--- config.mk ---
export PLATFORM = sky130hd
export DESIGN_NAME = tdma_tx_reader
export DESIGN_NICKNAME = d
export VERILOG_FILES = /design/src/rtl/tdma_pkg.sv /design/src/rtl/tdma_byte_fifo.sv /design/src/rtl/tdma_sf_gate.sv /design/src/rtl/tdma_walker.sv /design/src/rtl/tdma_tx_reader.sv
export SDC_FILE = /design/constraint.sdc
export NUM_CORES = 1
export LEC_CHECK = 0
export BUFFER_PORTS_ARGS = -buffer_cell sky130_fd_sc_hd__buf_2
export CORE_MARGIN = 2
export CORE_UTILIZATION = 45
export CTS_CLUSTER_DIAMETER = 30
export DETAILED_ROUTE_END_ITERATION = 10
export GPL_TIMING_DRIVEN = 0
export PLACE_DENSITY_LB_ADDON = 0.3
export SYNTH_ARGS = -nofsm -noshare
export SYNTH_HDL_FRONTEND = slang
export SYNTH_SLANG_ARGS = --single-unit
--- constraint.sdc ---
create_clock -name clk -period 6.9 [get_ports clk]
set_input_delay 1.725 -clock clk [delete_from_list [all_inputs] [get_ports clk]]
set_output_delay 1.725 -clock clk [all_outputs]
set_load 0.005 [all_outputs]
--- src/rtl/tdma_pkg.sv ---
`timescale 1ns/1ps
package tdma_pkg;
  localparam int OWN_BIT    = 31;
  localparam int LAST_BIT   = 30;
  localparam int FIRST_BIT  = 29;
  localparam int CHAIN_BIT  = 24;
  localparam int DESC_BYTES = 16;
  localparam logic [31:0] OWN_MASK = 32'h8000_0000;

  typedef enum logic [2:0] {
    ST_IDLE, ST_STAT, ST_CTL, ST_BUF, ST_LINK, ST_DATA, ST_PUSH, ST_WBACK
  } walk_st_e;

  typedef struct packed {
    logic       last;
    logic       first;
    logic [7:0] data;
  } tx_beat_t;
endpackage

--- src/rtl/tdma_byte_fifo.sv ---
`timescale 1ns/1ps
module tdma_byte_fifo #(
  parameter int DEPTH = 16,
  parameter int W     = 10
) (
  input  logic                         clk,
  input  logic                         rst_n,
  input  logic                         wr_en,
  input  logic [W-1:0]                 wr_data,
  input  logic                         rd_en,
  output logic [W-1:0]                 rd_data,
  output logic                         empty,
  output logic [$clog2(DEPTH+1)-1:0]   free
);
  localparam int PW = $clog2(DEPTH);
  localparam int CW = $clog2(DEPTH+1);

  logic [W-1:0]  slot_q [DEPTH];
  logic [PW-1:0] wp_q, wp_d, rp_q, rp_d;
  logic [CW-1:0] cnt_q, cnt_d;

  always_comb begin
    wp_d  = wp_q;
    rp_d  = rp_q;
    if (wr_en) wp_d = wp_q + PW'(1);
    if (rd_en) rp_d = rp_q + PW'(1);
    cnt_d = cnt_q + CW'(wr_en) - CW'(rd_en);
  end

  always_ff @(posedge clk or negedge rst_n) begin
    if (!rst_n) begin
      wp_q  <= '0;
      rp_q  <= '0;
      cnt_q <= '0;
    end else begin
      wp_q  <= wp_d;
      rp_q  <= rp_d;
      cnt_q <= cnt_d;
    end
  end

  always_ff @(posedge clk) begin
    if (wr_en) slot_q[wp_q] <= wr_data;
  end

  assign rd_data = slot_q[rp_q];
  assign empty   = (cnt_q == '0);
  assign free    = CW'(DEPTH) - cnt_q;

  // The walker only pushes after checking headroom; a push into a full FIFO would lose bytes
  assert_no_overflow_R5: assert property (@(posedge clk) disable iff (!rst_n)
    wr_en |-> (cnt_q < CW'(DEPTH)));
  assert_no_underflow_R5: assert property (@(posedge clk) disable iff (!rst_n)
    rd_en |-> (cnt_q != '0));
endmodule

--- src/rtl/tdma_sf_gate.sv ---
`timescale 1ns/1ps
module tdma_sf_gate #(
  parameter int DEPTH = 16
) (
  input  logic clk,
  input  logic rst_n,
  input  logic sf_mode,
  input  logic push,
  input  logic push_last,
  input  logic pop,
  input  logic pop_last,
  input  logic empty,
  output logic avail
);
  localparam int CW = $clog2(DEPTH+1);

  logic [CW-1:0] frames_q, frames_d;

  always_comb begin
    frames_d = frames_q + CW'(push && push_last) - CW'(pop && pop_last);
  end

  always_ff @(posedge clk or negedge rst_n) begin
    if (!rst_n) frames_q <= '0;
    else        frames_q <= frames_d;
  end

  assign avail = !empty && (!sf_mode || (frames_q != '0));

  // An end-of-frame byte leaving the FIFO must have been counted on entry
  assert_frame_count_R10: assert property (@(posedge clk) disable iff (!rst_n)
    (pop && pop_last) |-> (frames_q != '0));
endmodule

--- src/rtl/tdma_walker.sv ---
`timescale 1ns/1ps
module tdma_walker
  import tdma_pkg::*;
#(
  parameter int ADDR_W = 32,
  parameter int LEN_W  = 11,
  parameter int FREE_W = 5
) (
  input  logic              clk,
  input  logic              rst_n,
  input  logic              kick,
  input  logic              base_wr,
  input  logic [ADDR_W-1:0] base_addr,
  output logic              mem_req,
  output logic              mem_we,
  output logic [ADDR_W-1:0] mem_addr,
  output logic [31:0]       mem_wdata,
  input  logic              mem_ack,
  input  logic [31:0]       mem_rdata,
  input  logic [FREE_W-1:0] fifo_free,
  output logic              push,
  output tx_beat_t          push_beat,
  output logic              busy,
  output logic [ADDR_W-1:0] cur_desc
);
  localparam logic [ADDR_W-1:0] OFS_CTL  = ADDR_W'(4);
  localparam logic [ADDR_W-1:0] OFS_BUF  = ADDR_W'(8);
  localparam logic [ADDR_W-1:0] OFS_LINK = ADDR_W'(12);
  localparam logic [ADDR_W-1:0] STRIDE   = ADDR_W'(DESC_BYTES);
  localparam logic [ADDR_W-1:0] WORD     = ADDR_W'(4);

  walk_st_e          st_q, st_d;
  logic [ADDR_W-1:0] cur_q, cur_d, buf_q, buf_d, link_q, link_d;
  logic [31:0]       stat_q, stat_d, word_q, word_d;
  logic [LEN_W-1:0]  rem_q, rem_d;
  logic [1:0]        lane_q, lane_d;
  logic              lead_q, lead_d, ffirst_q, ffirst_d, flast_q, flast_d;
  logic              chain_q, chain_d;

  always_comb begin
    st_d     = st_q;
    cur_d    = cur_q;
    buf_d    = buf_q;
    link_d   = link_q;
    stat_d   = stat_q;
    word_d   = word_q;
    rem_d    = rem_q;
    lane_d   = lane_q;
    lead_d   = lead_q;
    ffirst_d = ffirst_q;
    flast_d  = flast_q;
    chain_d  = chain_q;
    mem_req   = 1'b0;
    mem_we    = 1'b0;
    mem_addr  = cur_q;
    mem_wdata = '0;
    push      = 1'b0;
    push_beat = '0;
    unique case (st_q)
      ST_IDLE: begin
        if (base_wr) cur_d = base_addr;
        if (kick)    st_d  = ST_STAT;
      end
      ST_STAT: begin
        mem_req = 1'b1;
        if (mem_ack) begin
          stat_d = mem_rdata;
          st_d   = mem_rdata[OWN_BIT] ? ST_CTL : ST_IDLE;
        end
      end
      ST_CTL: begin
        mem_req  = 1'b1;
        mem_addr = cur_q + OFS_CTL;
        if (mem_ack) begin
          rem_d    = mem_rdata[LEN_W-1:0];
          ffirst_d = mem_rdata[FIRST_BIT];
          flast_d  = mem_rdata[LAST_BIT];
          chain_d  = mem_rdata[CHAIN_BIT];
          st_d     = ST_BUF;
        end
      end
      ST_BUF: begin
        mem_req  = 1'b1;
        mem_addr = cur_q + OFS_BUF;
        if (mem_ack) begin
          buf_d = mem_rdata[ADDR_W-1:0];
          st_d  = ST_LINK;
        end
      end
      ST_LINK: begin
        mem_req  = 1'b1;
        mem_addr = cur_q + OFS_LINK;
        if (mem_ack) begin
          link_d = mem_rdata[ADDR_W-1:0];
          lead_d = 1'b1;
          st_d   = (rem_q == '0) ? ST_WBACK : ST_DATA;
        end
      end
      ST_DATA: begin
        mem_addr = buf_q;
        if (fifo_free >= FREE_W'(4)) begin
          mem_req = 1'b1;
          if (mem_ack) begin
            word_d = mem_rdata;
            lane_d = 2'd0;
            buf_d  = buf_q + WORD;
            st_d   = ST_PUSH;
          end
        end
      end
      ST_PUSH: begin
        push            = 1'b1;
        push_beat.data  = word_q[8*lane_q +: 8];
        push_beat.first = ffirst_q && lead_q;
        push_beat.last  = flast_q && (rem_q == LEN_W'(1));
        rem_d  = rem_q - LEN_W'(1);
        lead_d = 1'b0;
        lane_d = lane_q + 2'd1;
        if (rem_q == LEN_W'(1))  st_d = ST_WBACK;
        else if (lane_q == 2'd3) st_d = ST_DATA;
      end
      ST_WBACK: begin
        mem_req   = 1'b1;
        mem_we    = 1'b1;
        mem_wdata = stat_q & ~OWN_MASK;
        if (mem_ack) begin
          cur_d = chain_q ? link_q : (cur_q + STRIDE);
          st_d  = ST_STAT;
        end
      end
      default: st_d = ST_IDLE;
    endcase
  end

  always_ff @(posedge clk or negedge rst_n) begin
    if (!rst_n) begin
      st_q     <= ST_IDLE;
      cur_q    <= '0;
      buf_q    <= '0;
      link_q   <= '0;
      stat_q   <= '0;
      word_q   <= '0;
      rem_q    <= '0;
      lane_q   <= '0;
      lead_q   <= 1'b0;
      ffirst_q <= 1'b0;
      flast_q  <= 1'b0;
      chain_q  <= 1'b0;
    end else begin
      st_q     <= st_d;
      cur_q    <= cur_d;
      buf_q    <= buf_d;
      link_q   <= link_d;
      stat_q   <= stat_d;
      word_q   <= word_d;
      rem_q    <= rem_d;
      lane_q   <= lane_d;
      lead_q   <= lead_d;
      ffirst_q <= ffirst_d;
      flast_q  <= flast_d;
      chain_q  <= chain_d;
    end
  end

  assign busy     = (st_q != ST_IDLE);
  assign cur_desc = cur_q;

  assert_hold_req_R11: assert property (@(posedge clk) disable iff (!rst_n)
    (mem_req && !mem_ack) |=> (mem_req && $stable(mem_addr) && $stable(mem_we) && $stable(mem_wdata)));

  assert_stop_unowned_R4: assert property (@(posedge clk) disable iff (!rst_n)
    (st_q == ST_STAT && mem_ack && !mem_rdata[OWN_BIT]) |=> (!busy && !mem_req && $stable(cur_desc)));
endmodule

--- src/rtl/tdma_tx_reader.sv ---
`timescale 1ns/1ps
module tdma_tx_reader
  import tdma_pkg::*;
#(
  parameter int ADDR_W     = 32,
  parameter int LEN_W      = 11,
  parameter int FIFO_DEPTH = 16
) (
  input  logic              clk,
  input  logic              rst_n,
  input  logic              kick,
  input  logic              base_wr,
  input  logic [ADDR_W-1:0] base_addr,
  input  logic              sf_mode,
  output logic              mem_req,
  output logic              mem_we,
  output logic [ADDR_W-1:0] mem_addr,
  output logic [31:0]       mem_wdata,
  input  logic              mem_ack,
  input  logic [31:0]       mem_rdata,
  output logic              tx_valid,
  input  logic              tx_ready,
  output logic [7:0]        tx_data,
  output logic              tx_first,
  output logic              tx_last,
  output logic              busy,
  output logic [ADDR_W-1:0] cur_desc
);
  localparam int FREE_W = $clog2(FIFO_DEPTH+1);
  localparam int BEAT_W = $bits(tx_beat_t);

  logic              push, pop, fifo_empty;
  tx_beat_t          push_beat, pop_beat;
  logic [FREE_W-1:0] fifo_free;
  logic [BEAT_W-1:0] pop_raw;

  tdma_walker #(.ADDR_W(ADDR_W), .LEN_W(LEN_W), .FREE_W(FREE_W)) walker_i (
    .clk(clk), .rst_n(rst_n), .kick(kick), .base_wr(base_wr), .base_addr(base_addr),
    .mem_req(mem_req), .mem_we(mem_we), .mem_addr(mem_addr), .mem_wdata(mem_wdata),
    .mem_ack(mem_ack), .mem_rdata(mem_rdata), .fifo_free(fifo_free),
    .push(push), .push_beat(push_beat), .busy(busy), .cur_desc(cur_desc)
  );

  tdma_byte_fifo #(.DEPTH(FIFO_DEPTH), .W(BEAT_W)) fifo_i (
    .clk(clk), .rst_n(rst_n), .wr_en(push), .wr_data(push_beat),
    .rd_en(pop), .rd_data(pop_raw), .empty(fifo_empty), .free(fifo_free)
  );

  assign pop_beat = tx_beat_t'(pop_raw);

  tdma_sf_gate #(.DEPTH(FIFO_DEPTH)) gate_i (
    .clk(clk), .rst_n(rst_n), .sf_mode(sf_mode),
    .push(push), .push_last(push_beat.last),
    .pop(pop), .pop_last(pop_beat.last),
    .empty(fifo_empty), .avail(tx_valid)
  );

  assign pop      = tx_valid && tx_ready;
  assign tx_data  = pop_beat.data;
  assign tx_first = pop_beat.first;
  assign tx_last  = pop_beat.last;

  assert_hold_tx_R12: assert property (@(posedge clk) disable iff (!rst_n)
    (tx_valid && !tx_ready) |=> (tx_valid && $stable(tx_data) && $stable(tx_first) && $stable(tx_last)));
endmodule

==> results.md <==
- Status: finished, final reports clean
- Largest net degree at the start of global routing: 126
- Min-delay src: walker_i.lead_q$_DFFE_PN0P_
- Setup violators final: 0
- Top Ports: 181
- H-tree depth: 3
- Total track usage: 31.5%
- CTS tree: done
- Synthesis-to-finish area growth: 24.2%
- Wire per inst: 26.9 um
- Dpl hpwl: 46,900 um
- Clock Latency Late Sink: 0.62 ns
- FF-to-FF Start: fifo_i.rp_q[0]$_DFFE_PN0P_
- Number of global-route vias before repair: 15.0k
- Highest Clock Rate: 0.158 GHz
- Yosys reg bits: 357
- Vias: 15.4k
- Syn_nets: 1,710
- Core area: 40,600 um^2
- Met1 Use GR: 42.4%
- PwrDens: 512 nW/um^2
- Worst slew pin tran: 1.17 ns
- Setup WS pre-CTS: 1.40 ns
- Async set or reset register ratio after synthesis: 55.2%
- Slew headroom: 21.4%
- GPL Wtd Cong: 1.02
- Min cycle time layout: 6.33 ns
- Initial DRC Count: 1,849
- EDFF count, synth: 160
- Setup_tns: 0 ns
- Synth Area in Adders: 2.17%
- Xor/xnor share of the synthesized area: 1.57%
- Peak supply drop: 0.298 mV
- Tcrit/Tclk final: 91.8%
- Max_cap viols: 0
- GR Util met2: 48.2%
- Largest family of logic cells by synthesized area: multiplexers
- Area share of the largest cell type after synthesis: 26.8%
- Leakage power: 9.11 nW
- Hold Path Class: flop to flop
- Row count: 74
- Worst setup SP type: flop
- Root Buffer: clkbuf_16
- Worst Skew: 0.0357 ns
- Simple-gate area share of the yosys netlist: 13.1%
- Number of clock sinks: 357
- Resized Gates After CTS: 0
- PnR worst setup slack: 0.568 ns
- Post-CTS Setup Repair Bufs: 0
- Vias per cell: 6.24
- Final Hold Fails: 0
- Final Net Count: 1,974
- Slew Viols, Final: 0
- CP endpoint kind: output pin
- Critical path class: flop to output pin
- Clock buffer depth: 3
- Gr busiest metal: met2
- Initial Util: 45.4%
- Worst path required time: 5.18 ns
- Number of library cell types mapped by synthesis: 82
- Clock-pin transition on the worst setup and hold timing paths: 0.04 ns
- Mapped Cells: 1,610
- Height of the chip: 206 um
- Ranking of synthesized cells by area: dfrtp_1, edfxtp_1, mux4_2
- Syn Std Cell Area: 18,400 um^2
- Final WL: 66,500 um
- WP data arrival: 4.61 ns
- Max FO, Critical Path: 10
- Post-synthesis sequential area ratio: 52.9%
- Biggest area consumer among synthesized cells: dfrtp_1
- Met3 Use GR: 7.69%
- Synth Warn #: 0
- Final core occ: 56.4%
- First-pass GRT wire length: 97,200 um
- Unrepaired setup endpoints after global routing: false
- Initial antenna violation count: 1
- Die area: 42,500 um^2
- DRT Pass-1 Iters: 6
- Mean Syn Cell Area: 11.4 um^2
- Layout cell share with drive strength beyond 1: 28.1%
- Worst Setup SP: walker_i.cur_desc[3]$_DFFE_PN0P_
- Synth Flop Type: dfrtp_1
- PortBufs: 179
- Post-synthesis compound-gate area fraction: 13.1%
- Antenna Violating Nets Remaining: 0
- DRC: 0
- Total grt overflow: 0
- Die width: 206 um
- CTS Hold Bufs: 0
- Post-synthesis mux area share: 13.3%
- Cts bufs inserted: 78
## synth_stat cells (13+ instances only)
| library cell | number |
|---|---|
| nor3_1 | 31 |
| nand3_1 | 47 |
| o22ai_1 | 25 |
| and3_1 | 29 |
| and2_1 | 40 |
| buf_2 | 38 |
| mux2_2 | 94 |
| inv_1 | 33 |
| edfxtp_1 | 160 |
| ha_1 | 27 |
| o21ai_0 | 109 |
| nand4_1 | 22 |
| a221oi_1 | 13 |
| clkbuf_1 | 72 |
| xnor2_1 | 21 |
| mux4_2 | 58 |
| a21oi_1 | 96 |
| a2bb2oi_1 | 13 |
| a31oi_1 | 17 |
| o211ai_1 | 18 |
| dfrtp_1 | 197 |
| nor2_1 | 113 |
| nand2_1 | 142 |
## report_power, final
| group | leakage [nW] | internal, W | switching (W) | total [W] |
|---|---|---|---|---|
| Combinational | 3.95 | 0.00178 | 0.00272 | 0.00450 |
| Sequential | 3.82 | 0.00284 | 0.000529 | 0.00337 |
| Clock | 1.34 | 0.00255 | 0.00127 | 0.00382 |
| Total | 9.11 | 0.00717 | 0.00452 | 0.0117 |
## layer usage
layer	part of all wire, %	vias up
met2	46	941
met5	0	-
met3	9.2	169
li1	-	6589
met1	41	7717
met4	4.3	0
## layout by cell type, fill, tap and decap left out, types with 11 or more instances in the layout
cell	Yosys	final
inv_1	33	33
xnor2_1	21	21
nor2_1	113	113
o21ai_0	109	109
ha_1	27	27
a2bb2oi_1	13	13
mux2_2	94	94
a22oi_1	11	11
o22ai_1	25	25
a31oi_1	17	17
and2_1	40	40
a211oi_1	12	12
nand2_1	142	142
a21oi_1	96	96
clkbuf_16	0	79
clkbuf_1	72	80
nand3_1	47	47
o211ai_1	18	18
mux4_2	58	58
xor2_1	12	12
nand4_1	22	22
buf_2	38	216
edfxtp_1	160	160
dfrtp_1	197	197
and3_1	29	29
a221oi_1	13	13
nor3_1	31	27
clkbuf_8	0	16
## registers in the layout, summed over array words and instances (netlist names), 5 cells and up
name	count
fifo_i.cnt_q	5
fifo_i.slot_q	160
gate_i.frames_q	5
walker_i.buf_q	32
walker_i.cur_desc	32
walker_i.link_q	32
walker_i.rem_q	11
walker_i.stat_q	31
walker_i.word_q	32
## cell families after synthesis
logic type	after synthesis
flops	357
buf+inv	166
compound gates	380
fa+ha+maj	31
simple gates	482
xor+xnor	33
mux	160
other cells	1
## path summary, 6_finish.rpt
path	to	cells after the start	slack [ns]
max	mem_addr[22]	11	0.57
min	walker_i.lead_q$_DFFE_PN0P_	1	0.49
max reg2reg	gate_i.frames_q[4]$_DFF_PN0_	12	3.56
min reg2reg	walker_i.lead_q$_DFFE_PN0P_	1	0.49
max in group asynchronous	walker_i.link_q[16]$_DFFE_PN0P_	2	4.69
min in group asynchronous	walker_i.cur_desc[1]$_DFFE_PN0P_	1	1.10
## critical path: stages, from the launching register on
cell and delay [ns]:
dfrtp_1 0.37, clkbuf_1 0.32, clkbuf_1 0.66, inv_1 0.34, xnor2_1 0.22, ha_1 0.20, a21oi_1 0.36, clkbuf_1 0.49
o21ai_0 0.36, a221oi_1 0.36, a41oi_1 0.11, buf_2 0.20
## layout make-up
cell class / instances / area [um^2]
clock inverter: 39 / 549
sequential: 357 / 9730
timing repair buffer: 184 / 978
antenna: 1 / 2.50
clock buffer: 103 / 2230
buffer: 130 / 567
multi-input combinational: 1087 / 7990
tap: 532 / 666
fill: 3415 / 17700
inverter: 36 / 135
## per-stage QoR
step           power [W]  hold WS [ns]  instances  area (um^2)
4_1_cts           0.0116         0.493       2468        22900
6_report          0.0117         0.490       2469        22900
3_3_place_gp     0.00765         0.456       2321        20000
5_1_grt           0.0122         0.501       2468        22900
3_5_place_dp     0.00774         0.458       2326        20100
2_1_floorplan    0.00601         0.438       1610        18400
No activity file was read; power rests on OpenSTA's default activity.
